$ cat src/rtl/card_fifo_pkg.sv
package card_fifo_pkg;

    typedef enum logic [1:0] {
        ST_IDLE       = 2'd0,
        ST_RX_FILL    = 2'd1,
        ST_TX_COLLECT = 2'd2,
        ST_TX_DRAIN   = 2'd3
    } xfer_state_e;

    localparam int REQ_W       = 13;
    localparam int RQ_DATA_END = 0;
    localparam int RQ_PRG_END  = 1;
    localparam int RQ_RX_SVC   = 5;
    localparam int RQ_TX_SVC   = 6;

    function automatic logic [2:0] access_bytes(input logic [1:0] code);
        case (code)
            2'b00:   access_bytes = 3'd1;
            2'b01:   access_bytes = 3'd2;
            default: access_bytes = 3'd4;
        endcase
    endfunction

endpackage

$ cat src/rtl/card_byte_ring.sv
module card_byte_ring #(
    parameter int DEPTH       = 32,
    parameter int PUSH_LANES  = 1,
    parameter int POP_LANES   = 4,
    localparam int PW         = $clog2(DEPTH),
    localparam int CW         = PW + 1,
    localparam int PLW        = $clog2(PUSH_LANES) + 1,
    localparam int QLW        = $clog2(POP_LANES) + 1
) (
    input  logic                    clk,
    input  logic                    rst_n,
    input  logic                    clr,
    input  logic [PLW-1:0]          push_n,
    input  logic [8*PUSH_LANES-1:0] push_bytes,
    input  logic [QLW-1:0]          pop_n,
    output logic [8*POP_LANES-1:0]  head_bytes,
    output logic [CW-1:0]           level
);

    logic [7:0]    mem [DEPTH];
    logic [PW-1:0] wr_ptr;
    logic [PW-1:0] rd_ptr;

    always_ff @(posedge clk) begin
        for (int k = 0; k < PUSH_LANES; k++) begin
            if (PLW'(k) < push_n) begin
                mem[wr_ptr + PW'(k)] <= push_bytes[8*k +: 8];
            end
        end
    end

    always_ff @(posedge clk) begin
        if (!rst_n || clr) begin
            wr_ptr <= '0;
            rd_ptr <= '0;
            level  <= '0;
        end else begin
            wr_ptr <= wr_ptr + PW'(push_n);
            rd_ptr <= rd_ptr + PW'(pop_n);
            level  <= level + CW'(push_n) - CW'(pop_n);
        end
    end

    for (genvar g = 0; g < POP_LANES; g++) begin : g_head
        assign head_bytes[8*g +: 8] = mem[rd_ptr + PW'(g)];
    end

endmodule

$ cat src/rtl/card_xfer_ctrl.sv
module card_xfer_ctrl
    import card_fifo_pkg::*;
#(
    parameter int DEPTH  = 32,
    parameter int CNT_W  = 28,
    localparam int CW    = $clog2(DEPTH) + 1
) (
    input  logic             clk,
    input  logic             rst_n,
    input  logic             cmd_start,
    input  logic             cmd_wr_dir,
    input  logic             cmd_dma,
    input  logic [CNT_W-1:0] cmd_len,
    input  logic [CW-1:0]    rx_level,
    input  logic [CW-1:0]    tx_level,
    input  logic             rx_rd,
    input  logic             tx_wr,
    input  logic             tx_release,
    output logic             card_rd_en,
    output logic             card_wr_en,
    output logic [REQ_W-1:0] int_req,
    output logic             stat_data_done,
    output logic             stat_prg_done,
    output logic             dma_on
);

    xfer_state_e      state_q, state_d;
    logic [CNT_W-1:0] rem_q;
    logic             wr_dir_q;
    logic             rx_svc_q, tx_svc_q;
    logic             moved, finish, go_drain;

    always_comb begin
        card_rd_en = (state_q == ST_RX_FILL) && (rem_q != '0) && (rx_level < CW'(DEPTH));
        card_wr_en = (state_q == ST_TX_DRAIN) && (rem_q != '0) && (tx_level != '0);
        moved      = card_rd_en || card_wr_en;
        finish     = (state_q != ST_IDLE) &&
                     ((rem_q == '0) || (moved && rem_q == CNT_W'(1)));
        go_drain   = (state_q == ST_TX_COLLECT) && (tx_level != '0) &&
                     ((tx_level == CW'(DEPTH)) || (CNT_W'(tx_level) >= rem_q) || tx_release);
    end

    always_comb begin
        state_d = state_q;
        if (cmd_start) begin
            state_d = cmd_wr_dir ? ST_TX_COLLECT : ST_RX_FILL;
        end else begin
            unique case (state_q)
                ST_IDLE:       state_d = ST_IDLE;
                ST_RX_FILL:    state_d = finish ? ST_IDLE : ST_RX_FILL;
                ST_TX_COLLECT: state_d = finish ? ST_IDLE :
                                         (go_drain ? ST_TX_DRAIN : ST_TX_COLLECT);
                ST_TX_DRAIN:   state_d = finish ? ST_IDLE :
                                         ((tx_level == '0) ? ST_TX_COLLECT : ST_TX_DRAIN);
            endcase
        end
    end

    always_ff @(posedge clk) begin
        if (!rst_n) state_q <= ST_IDLE;
        else        state_q <= state_d;
    end

    always_ff @(posedge clk) begin
        if (!rst_n) begin
            rem_q          <= '0;
            wr_dir_q       <= 1'b0;
            dma_on         <= 1'b0;
            rx_svc_q       <= 1'b0;
            tx_svc_q       <= 1'b0;
            stat_data_done <= 1'b0;
            stat_prg_done  <= 1'b0;
        end else if (cmd_start) begin
            rem_q          <= cmd_len;
            wr_dir_q       <= cmd_wr_dir;
            dma_on         <= cmd_dma;
            rx_svc_q       <= 1'b0;
            tx_svc_q       <= 1'b0;
            stat_data_done <= 1'b0;
            stat_prg_done  <= 1'b0;
        end else begin
            if (moved) rem_q <= rem_q - CNT_W'(1);
            if (card_rd_en)  rx_svc_q <= 1'b1;
            else if (rx_rd)  rx_svc_q <= 1'b0;
            if (tx_wr || finish) begin
                tx_svc_q <= 1'b0;
            end else if ((state_q == ST_TX_COLLECT) && (tx_level < CW'(DEPTH)) &&
                         (CNT_W'(tx_level) < rem_q)) begin
                tx_svc_q <= 1'b1;
            end
            if (finish) begin
                stat_data_done <= 1'b1;
                if (wr_dir_q) stat_prg_done <= 1'b1;
            end
        end
    end

    always_comb begin
        int_req              = '0;
        int_req[RQ_DATA_END] = stat_data_done;
        int_req[RQ_PRG_END]  = stat_prg_done;
        int_req[RQ_RX_SVC]   = rx_svc_q;
        int_req[RQ_TX_SVC]   = tx_svc_q;
    end

endmodule

$ cat src/rtl/card_irq_route.sv
module card_irq_route
    import card_fifo_pkg::*;
(
    input  logic             clk,
    input  logic             rst_n,
    input  logic             mask_wr,
    input  logic [REQ_W-1:0] mask_wdata,
    input  logic [REQ_W-1:0] int_req,
    input  logic             dma_on,
    output logic             irq,
    output logic             rx_dma_req,
    output logic             tx_dma_req
);

    logic [REQ_W-1:0] mask_q;
    logic [REQ_W-1:0] eff_mask;

    always_ff @(posedge clk) begin
        if (!rst_n)       mask_q <= '0;
        else if (mask_wr) mask_q <= mask_wdata;
    end

    always_comb begin
        eff_mask = mask_q;
        if (dma_on) begin
            eff_mask[RQ_RX_SVC] = 1'b1;
            eff_mask[RQ_TX_SVC] = 1'b1;
        end
        irq        = |(int_req & ~eff_mask);
        rx_dma_req = dma_on && int_req[RQ_RX_SVC];
        tx_dma_req = dma_on && int_req[RQ_TX_SVC];
    end

endmodule

$ cat src/rtl/card_fifo_path.sv
module card_fifo_path
    import card_fifo_pkg::*;
#(
    parameter int DEPTH = 32,
    parameter int CNT_W = 28,
    localparam int CW   = $clog2(DEPTH) + 1
) (
    input  logic             clk,
    input  logic             rst_n,
    input  logic             cmd_start,
    input  logic             cmd_wr_dir,
    input  logic             cmd_dma,
    input  logic [CNT_W-1:0] cmd_len,
    input  logic [1:0]       acc_size,
    input  logic             rxf_rd,
    output logic [31:0]      rxf_rdata,
    input  logic             txf_wr,
    input  logic [31:0]      txf_wdata,
    input  logic             tx_release,
    input  logic             mask_wr,
    input  logic [12:0]      mask_wdata,
    output logic             card_rd_en,
    input  logic [7:0]       card_rd_data,
    output logic             card_wr_en,
    output logic [7:0]       card_wr_data,
    output logic [12:0]      int_req,
    output logic             irq,
    output logic             rx_dma_req,
    output logic             tx_dma_req,
    output logic             stat_data_done,
    output logic             stat_prg_done
);

    logic [2:0]    sz;
    logic [CW-1:0] rx_level, tx_level, tx_free;
    logic [2:0]    rx_pop_n, tx_push_n;
    logic [31:0]   rx_head, rd_word, tx_bytes;
    logic          dma_on;

    always_comb begin
        sz       = access_bytes(acc_size);
        tx_free  = CW'(DEPTH) - tx_level;
        rx_pop_n = '0;
        if (rxf_rd) rx_pop_n = (rx_level >= CW'(sz)) ? sz : rx_level[2:0];
        tx_push_n = '0;
        if (txf_wr) tx_push_n = (tx_free >= CW'(sz)) ? sz : tx_free[2:0];
    end

    always_comb begin
        logic [1:0] lane;
        rd_word  = '0;
        tx_bytes = '0;
        for (int k = 0; k < 4; k++) begin
            lane = 2'(int'(sz) - 1 - k);
            if (3'(k) < rx_pop_n) rd_word[8*lane +: 8] = rx_head[8*k +: 8];
            if (3'(k) < sz)       tx_bytes[8*k +: 8] = txf_wdata[8*lane +: 8];
        end
    end

    always_ff @(posedge clk) begin
        if (!rst_n)      rxf_rdata <= '0;
        else if (rxf_rd) rxf_rdata <= rd_word;
    end

    card_byte_ring #(.DEPTH(DEPTH), .PUSH_LANES(1), .POP_LANES(4)) u_rx_ring (
        .clk        (clk),
        .rst_n      (rst_n),
        .clr        (cmd_start),
        .push_n     (card_rd_en),
        .push_bytes (card_rd_data),
        .pop_n      (rx_pop_n),
        .head_bytes (rx_head),
        .level      (rx_level)
    );

    card_byte_ring #(.DEPTH(DEPTH), .PUSH_LANES(4), .POP_LANES(1)) u_tx_ring (
        .clk        (clk),
        .rst_n      (rst_n),
        .clr        (cmd_start),
        .push_n     (tx_push_n),
        .push_bytes (tx_bytes),
        .pop_n      (card_wr_en),
        .head_bytes (card_wr_data),
        .level      (tx_level)
    );

    card_xfer_ctrl #(.DEPTH(DEPTH), .CNT_W(CNT_W)) u_ctrl (
        .clk            (clk),
        .rst_n          (rst_n),
        .cmd_start      (cmd_start),
        .cmd_wr_dir     (cmd_wr_dir),
        .cmd_dma        (cmd_dma),
        .cmd_len        (cmd_len),
        .rx_level       (rx_level),
        .tx_level       (tx_level),
        .rx_rd          (rxf_rd),
        .tx_wr          (txf_wr),
        .tx_release     (tx_release),
        .card_rd_en     (card_rd_en),
        .card_wr_en     (card_wr_en),
        .int_req        (int_req),
        .stat_data_done (stat_data_done),
        .stat_prg_done  (stat_prg_done),
        .dma_on         (dma_on)
    );

    card_irq_route u_route (
        .clk        (clk),
        .rst_n      (rst_n),
        .mask_wr    (mask_wr),
        .mask_wdata (mask_wdata),
        .int_req    (int_req),
        .dma_on     (dma_on),
        .irq        (irq),
        .rx_dma_req (rx_dma_req),
        .tx_dma_req (tx_dma_req)
    );

endmodule

$ cat config.mk
export PLATFORM = sky130hd
export DESIGN_NAME = card_fifo_path
export DESIGN_NICKNAME = d
export VERILOG_FILES = /design/src/rtl/card_fifo_pkg.sv /design/src/rtl/card_byte_ring.sv /design/src/rtl/card_xfer_ctrl.sv /design/src/rtl/card_irq_route.sv /design/src/rtl/card_fifo_path.sv
export SDC_FILE = /design/constraint.sdc
export NUM_CORES = 2
export LEC_CHECK = 0
export CAP_MARGIN = 20
export CORE_UTILIZATION = 40
export DETAILED_ROUTE_END_ITERATION = 7
export MAX_ROUTING_LAYER = met4
export PLACE_DENSITY = 0.59
export SLEW_MARGIN = 30
export SYNTH_ARGS = -nofsm -noshare
export SYNTH_HDL_FRONTEND = slang
export SYNTH_SLANG_ARGS = --single-unit
export TNS_END_PERCENT = 100
$ cat constraint.sdc
create_clock -name clk -period 7.55 [get_ports clk]
set_input_delay 1.51 -clock clk [delete_from_list [all_inputs] [get_ports clk]]
set_output_delay 1.51 -clock clk [all_outputs]
set_load 0.03 [all_outputs]
; ---- Word-level counts from Yosys, hierarchy flattened
; Memory sizes are Yosys's and may differ from the RTL's. A register that Yosys moved wholly into a read port is not among the register bits.
; Cells that the tools add are included.
[totals]
wordCells = 156
ram_bits = 512
n_memories = 2
out_inout_bits = 60
in_bits = 92
reg_bits = 113
[op_classes]
mux = 41
magnitude_cmp = 19
addsub = 24
shifts = 12
n_eq_ne = 6
n_bitwise = 4
reduce_logical = 32
[memory_table]
columns = memory, depth, word_bits, rd, rd_ports_with_merged_regs, write_ports, line_no
row1 = u_rx_ring.mem, 32, 8, 4, 1, 1, card_byte_ring.sv:20  ; logic [7:0] mem [DEPTH];
row2 = u_tx_ring.mem, 32, 8, 1, 1, 4, card_byte_ring.sv:20
[op_table]
columns = cell, n
row1 = 5-bit negator with 34-bit output, 4
row2 = 8-bit by 34-bit variable shift with 32-bit output (first input constant), 4
row3 = 8-bit by 34-bit indexed part select with 32-bit output, 4
row4 = 32-bit 2-to-1 mux, 4
row5 = 32-bit by 6-bit indexed part select with 8-bit output, 4
row6 = 32-bit bitwise mux, 3
row7 = 28-bit 2-to-1 mux, 2
row8 = 32-bit AND, 1
row9 = 8-bit 2-to-1 mux, 4
row10 = 28-bit by 1-bit == test with 1-bit output (second input constant), 1
row11 = 6-bit by 28-bit >= comparator with 1-bit output, 1
row12 = 28-bit zero test, 1
row13 = 6-bit by 28-bit < comparator with 1-bit output, 1
row14 = 28-bit nonzero test, 1
row15 = 28-bit by 1-bit subtractor with 28-bit output (second input constant), 1
row16 = 5-bit by 2-bit adder with 5-bit output (second input constant), 4
row17 = 1-bit by 3-bit < comparator with 1-bit output (first input constant), 6
row18 = 2-bit by 3-bit < comparator with 1-bit output (first input constant), 6
row19 = 1-bit 2-to-1 mux, 15
row20 = 7-bit by 13-bit AND with 13-bit output, 1
row21 = 13-bit NOT, 1
row22 = 13-bit OR reduction, 1
row23 = 6-bit by 3-bit >= comparator with 1-bit output, 2
row24 = 1-bit logical AND, 12
row25 = 30 further kinds, 54

; ---- Longest topological paths before layout
[depth]
word_depth = 13
depth_mapped = 21
ltp_nobuf = 19

; ---- Hierarchy
; From an unflattened synthesis, not the netlist that was laid out.
[unflattened]
cells_unflattened = 3675
hier_area_um2 = 43742.0
[modules_own_cells]
columns = module, seq_area_each_um2, instances, cells_each, area_per_inst_um2
row1 = card_byte_ring at u_tx_ring, 8007.7, 1, 1954, 20892.5
row2 = card_byte_ring at u_rx_ring, 8007.7, 1, 935, 16527.1
row3 = card_fifo_path, 640.6, 1, 433, 3278.1
row4 = card_xfer_ctrl, 720.7, 1, 291, 2433.6
row5 = card_irq_route, 260.2, 1, 62, 610.6

; ---- Least setup slack after synthesis
; No wires, ideal clock.
[synth_timing]
path_type = input-to-reg
start = input acc_size[0]
end = memory u_tx_ring.mem[13][0] (enable)
required_time_ns = 7.146
path_stages = 13
arrival_ns = 5.203
path_buffers = 3
path_slack_ns = 1.943
path_cell_list = clkbuf_1 or2_2 ha_1 inv_1 clkbuf_1 ha_1 a21oi_2 a21o_1 nand2_2 buf_2 a21oi_1 nand2_1 o311ai_0
[synth_rtl]
columns = item, line_no
row1 = from (decl), card_fifo_path.sv:14  ; input logic [1:0] acc_size,
row2 = to (decl), card_byte_ring.sv:20

==> flow_summary.ini <==
[status]
run_status = finished with violations
violations = DRC

[drt]
dr.pass1.iters = 8
wl_um = 159000
drc = 2
drt-initial-drc-count = 5285
via_count = 33700
postRouteAntennaNets = 0
wl_per_cell_um = 32.0
vias_per_cell = 6.79

[place]
port_buffers = 133
place.gp.congestion = 1.06
dp_hpwl_um = 110000
dp.cells = 4826

[synth]
yosys_warnings = 0
synth_edf_count = 512
ys_types = 93
syn-cell-area_um2 = 41600
syn_avg_cell_area_um2 = 11.8
synth-seq-cells = 616
synth-main-ff-cell = edfxtp_1
seq_area_frac_synth_pct = 42.0
synthCells = 3524
synthArstFlopShare_pct = 0

[cts]
clockBufferDepth = 3
cts-resized-gates = 0
cts_hold_buf = 0
cts-root-buf = clkbuf_16
clock_latency_ns = 0.66
cts_tree = yes
htree_levels = 3
clock-sinks = 616
cts_made_buffers = 75
post-cts-setup-buffers = 0
path_clk_slew_ns = 0.06

[timing]
tightest_slew_ns = 1.06
min_period_ns = 6.18
finalCritPeriodShare_pct = 81.8
finClkSkew_ns = 0.0379
setup_viol = 0
fmax_mhz = 162
maxSlewHeadroom_pct = 27.6
finalSetupTns_ns = 0
drv_slew = 0
rsz0062_at_grt = no
hold_violations = 0

[power_and_ir_drop]
power_density_nw_per_um2 = 224
leakage_nw = 16.2
vdd_drop_max_mv = 0.162
p_switching_mw = 3.47
power.internal_mw = 7.11
combinationalPowerShare_pct = 27.1
p_sw_share_pct = 32.8
clockPowerShare_pct = 35.6
seq_power_share_pct = 37.3

[critical_path]
cp-start-kind = input pin
path_class = in2reg
cp.required_ns = 7.77
critical_path.max_stage_delay_ns = 0.77
arrival_ns = 6.40
crit_slowest_cell = clkdlybuf4s50_1
crit_chain = clkdlybuf4s50_1 > or2_2 > ha_1 > inv_1 > buf_4 > ha_1 > a21oi_2 > nand3_1 > nand2_2 > buf_4 > a211oi_2 > buf_4 > a21oi_1 > o211ai_1
path_max_fanout = 23
worst_path_most_repeated_cell = buf_4
critPathCaptureType = register
r2r_slack_ns = 2.86

[hold_path]
min_path_type = reg2reg

[final_layout]
n_fill_cell = 9318
area_growth_pct = 13.4
finish.cell_count_without_fillers = 4969
multi_input_area_um2 = 22700
final_nets = 3692
drive_gt1_share_pct = 22.3
sequential_cell_area_um2 = 17500

[global_route]
antenna_found_initial = 2
grt-ovfl-total = 0
grt_pass1_vias = 31600
grt_usage_pct = 30.3
grt_max_degree = 133
grt_pass1_wl_um = 228000

[floorplanning]
die_area_um2 = 105000
num_rows = 117
io_pins = 152
core_area_um2 = 102000
die_y_um = 325
die_w_um = 325
initial_utilization_pct = 40.6

[flow_run]
drv_cap = 0
## worst max-delay path, delay by kind of cell
kind,cells,cell delay (ns)
and+or+nand+nor,3,1.08
AOI/OAI and AO/OA,4,1.67
buffers and inverters,5,1.62
adders and majority gates,2,0.50
## registers in the layout, indices dropped and copies added, names as in the netlist, 2 cells and up
name / flops
u_rx_ring.rd_ptr: 5
u_rx_ring.level: 6
u_rx_ring.wr_ptr: 5
u_tx_ring.mem: 256
u_ctrl.rem_q: 28
u_route.mask_q: 4
rxf_rdata: 32
u_tx_ring.wr_ptr: 5
u_tx_ring.rd_ptr: 5
u_ctrl.state_q: 2
u_tx_ring.level: 6
u_rx_ring.mem: 256
## logic make-up (layout without fill, tap and decap cells)
kind of cell               Yosys count  in the layout  synth area share, %
adders and majority gates           63             63                 1.97
buffers and inverters              429            496                 4.31
DFF                                616            616                 42.0
muxes                              739            739                 26.5
xor gates and xnor gates            57             57                 1.20
other                                1             11              0.00901
and+or+nand+nor                    896            896                 10.4
AOI/OAI and AO/OA                  723            723                 13.6
## through the flow
| step | hold WS [ns] | power (mW) | util (%) | instance area [um^2] | setup slack [ns] |
|---|---|---|---|---|---|
| finish | 0.486 | 10.6 | 46.1 | 47200 | 1.37 |
| global route | 0.503 | 10.9 | 46.1 | 47200 | 1.10 |
| CTS | 0.492 | 10.5 | 46.0 | 47100 | 1.53 |
| detailed placement | 0.478 | 6.79 | 43.5 | 44600 | 0.843 |
| global placement | 0.472 | 6.75 | 43.4 | 44500 | 0.839 |
| floorplan | 0.453 | 5.79 | - | 41600 | 1.94 |
## synth_stat cells, types with 23 or more instances
| master | instances | share of area (%) |
|---|---|---|
| edfxtp_1 | 512 | 37 |
| mux2i_1 | 353 | 8.5 |
| nor2_1 | 314 | 2.8 |
| mux4_2 | 281 | 15 |
| clkbuf_1 | 236 | 2.1 |
| nand2_1 | 176 | 1.6 |
| a221oi_1 | 170 | 3.6 |
| mux2_2 | 105 | 2.8 |
| dfxtp_1 | 104 | 5.0 |
| o21ai_0 | 100 | 1.2 |
| a21oi_1 | 98 | 1.2 |
| nor3_1 | 94 | 1.1 |
| nand3_1 | 83 | 1.0 |
| inv_1 | 66 | 0.60 |
| ha_1 | 59 | 1.8 |
| a222oi_1 | 51 | 1.2 |
| buf_1 | 47 | 0.42 |
| buf_2 | 45 | 0.54 |
| o211ai_1 | 43 | 0.78 |
| nor2b_1 | 40 | 0.60 |
| nand2b_1 | 36 | 0.54 |
| xnor2_1 | 35 | 0.74 |
| o22ai_1 | 34 | 0.51 |
| and2_1 | 26 | 0.39 |
| a31oi_1 | 23 | 0.35 |
## worst paths after layout
path / cells past startpoint / from / to
min: 2 / u_ctrl.wr_dir_q / u_ctrl.wr_dir_q
min reg2reg: 2 / u_ctrl.wr_dir_q / u_ctrl.wr_dir_q
max: 14 / acc_size[0] / u_tx_ring.mem[28][1]
max reg2reg: 12 / u_tx_ring.level[0] / u_tx_ring.mem[28][1]
## power by group through the flow
stage	clock network (mW)	registers, mW	logic (mW)
final	3.77	3.95	2.86
after global routing	3.93	3.96	3.01
after CTS	3.80	3.95	2.78
after detailed placement	0	4.02	2.77
after global placement	0	4.02	2.73
after floorplan	0	4.00	1.80
## layout make-up
class	count	area share (%)
clock buffer	93	4.21
tap	1368	3.63
inverter	71	0.565
multi-input combinational	2487	48.1
clock inverter	46	1.13
timing repair buffer	286	5.35
antenna	2	0.0106
sequential	616	37.0
## layer usage
| layer | part of all wire [%] | vias up | global-route usage, % |
|---|---|---|---|
| met3 | 12 | 393 | 7.28 |
| met2 | 43 | 2242 | 43.4 |
| met1 | 40 | 17000 | 41.0 |
| met5 | 0 | - | - |
| met4 | 4.9 | 0 | 12.8 |
| li1 | - | 14100 | - |
## cell usage in the layout, fill, tap and decap left out, types with 12 or more instances in the layout
| master | synthesis | layout |
|---|---|---|
| xor2_1 | 22 | 20 |
| edfxtp_1 | 512 | 512 |
| clkinv_2 | 0 | 15 |
| ha_1 | 59 | 58 |
| a222oi_1 | 51 | 51 |
| clkbuf_16 | 0 | 76 |
| a221oi_1 | 170 | 170 |
| nor4_1 | 16 | 14 |
| or3_1 | 20 | 20 |
| a22o_1 | 16 | 16 |
| o221ai_1 | 20 | 20 |
| clkbuf_1 | 236 | 14 |
| o31ai_1 | 12 | 12 |
| dfxtp_1 | 104 | 98 |
| a21oi_1 | 98 | 97 |
| o211ai_1 | 43 | 43 |
| nor2_2 | 0 | 21 |
| nand2_1 | 176 | 175 |
| mux4_2 | 281 | 281 |
| mux2i_1 | 353 | 345 |
| o32ai_1 | 14 | 14 |
| or4_1 | 15 | 15 |
| o22ai_1 | 34 | 34 |
| o221a_2 | 21 | 21 |
| xnor2_1 | 35 | 31 |
| nor2_1 | 314 | 292 |
| buf_4 | 21 | 143 |
| nand2b_1 | 36 | 30 |
| nand3_1 | 83 | 83 |
| nor3_1 | 94 | 91 |
| clkdlybuf4s50_1 | 0 | 129 |
| nor2b_1 | 40 | 39 |
| nand4_1 | 21 | 21 |
| and2_1 | 26 | 26 |
| inv_1 | 66 | 66 |
| a31oi_1 | 23 | 23 |
| o21ai_0 | 100 | 100 |
| mux2_2 | 105 | 105 |
Power figures use the tool's default switching activity.
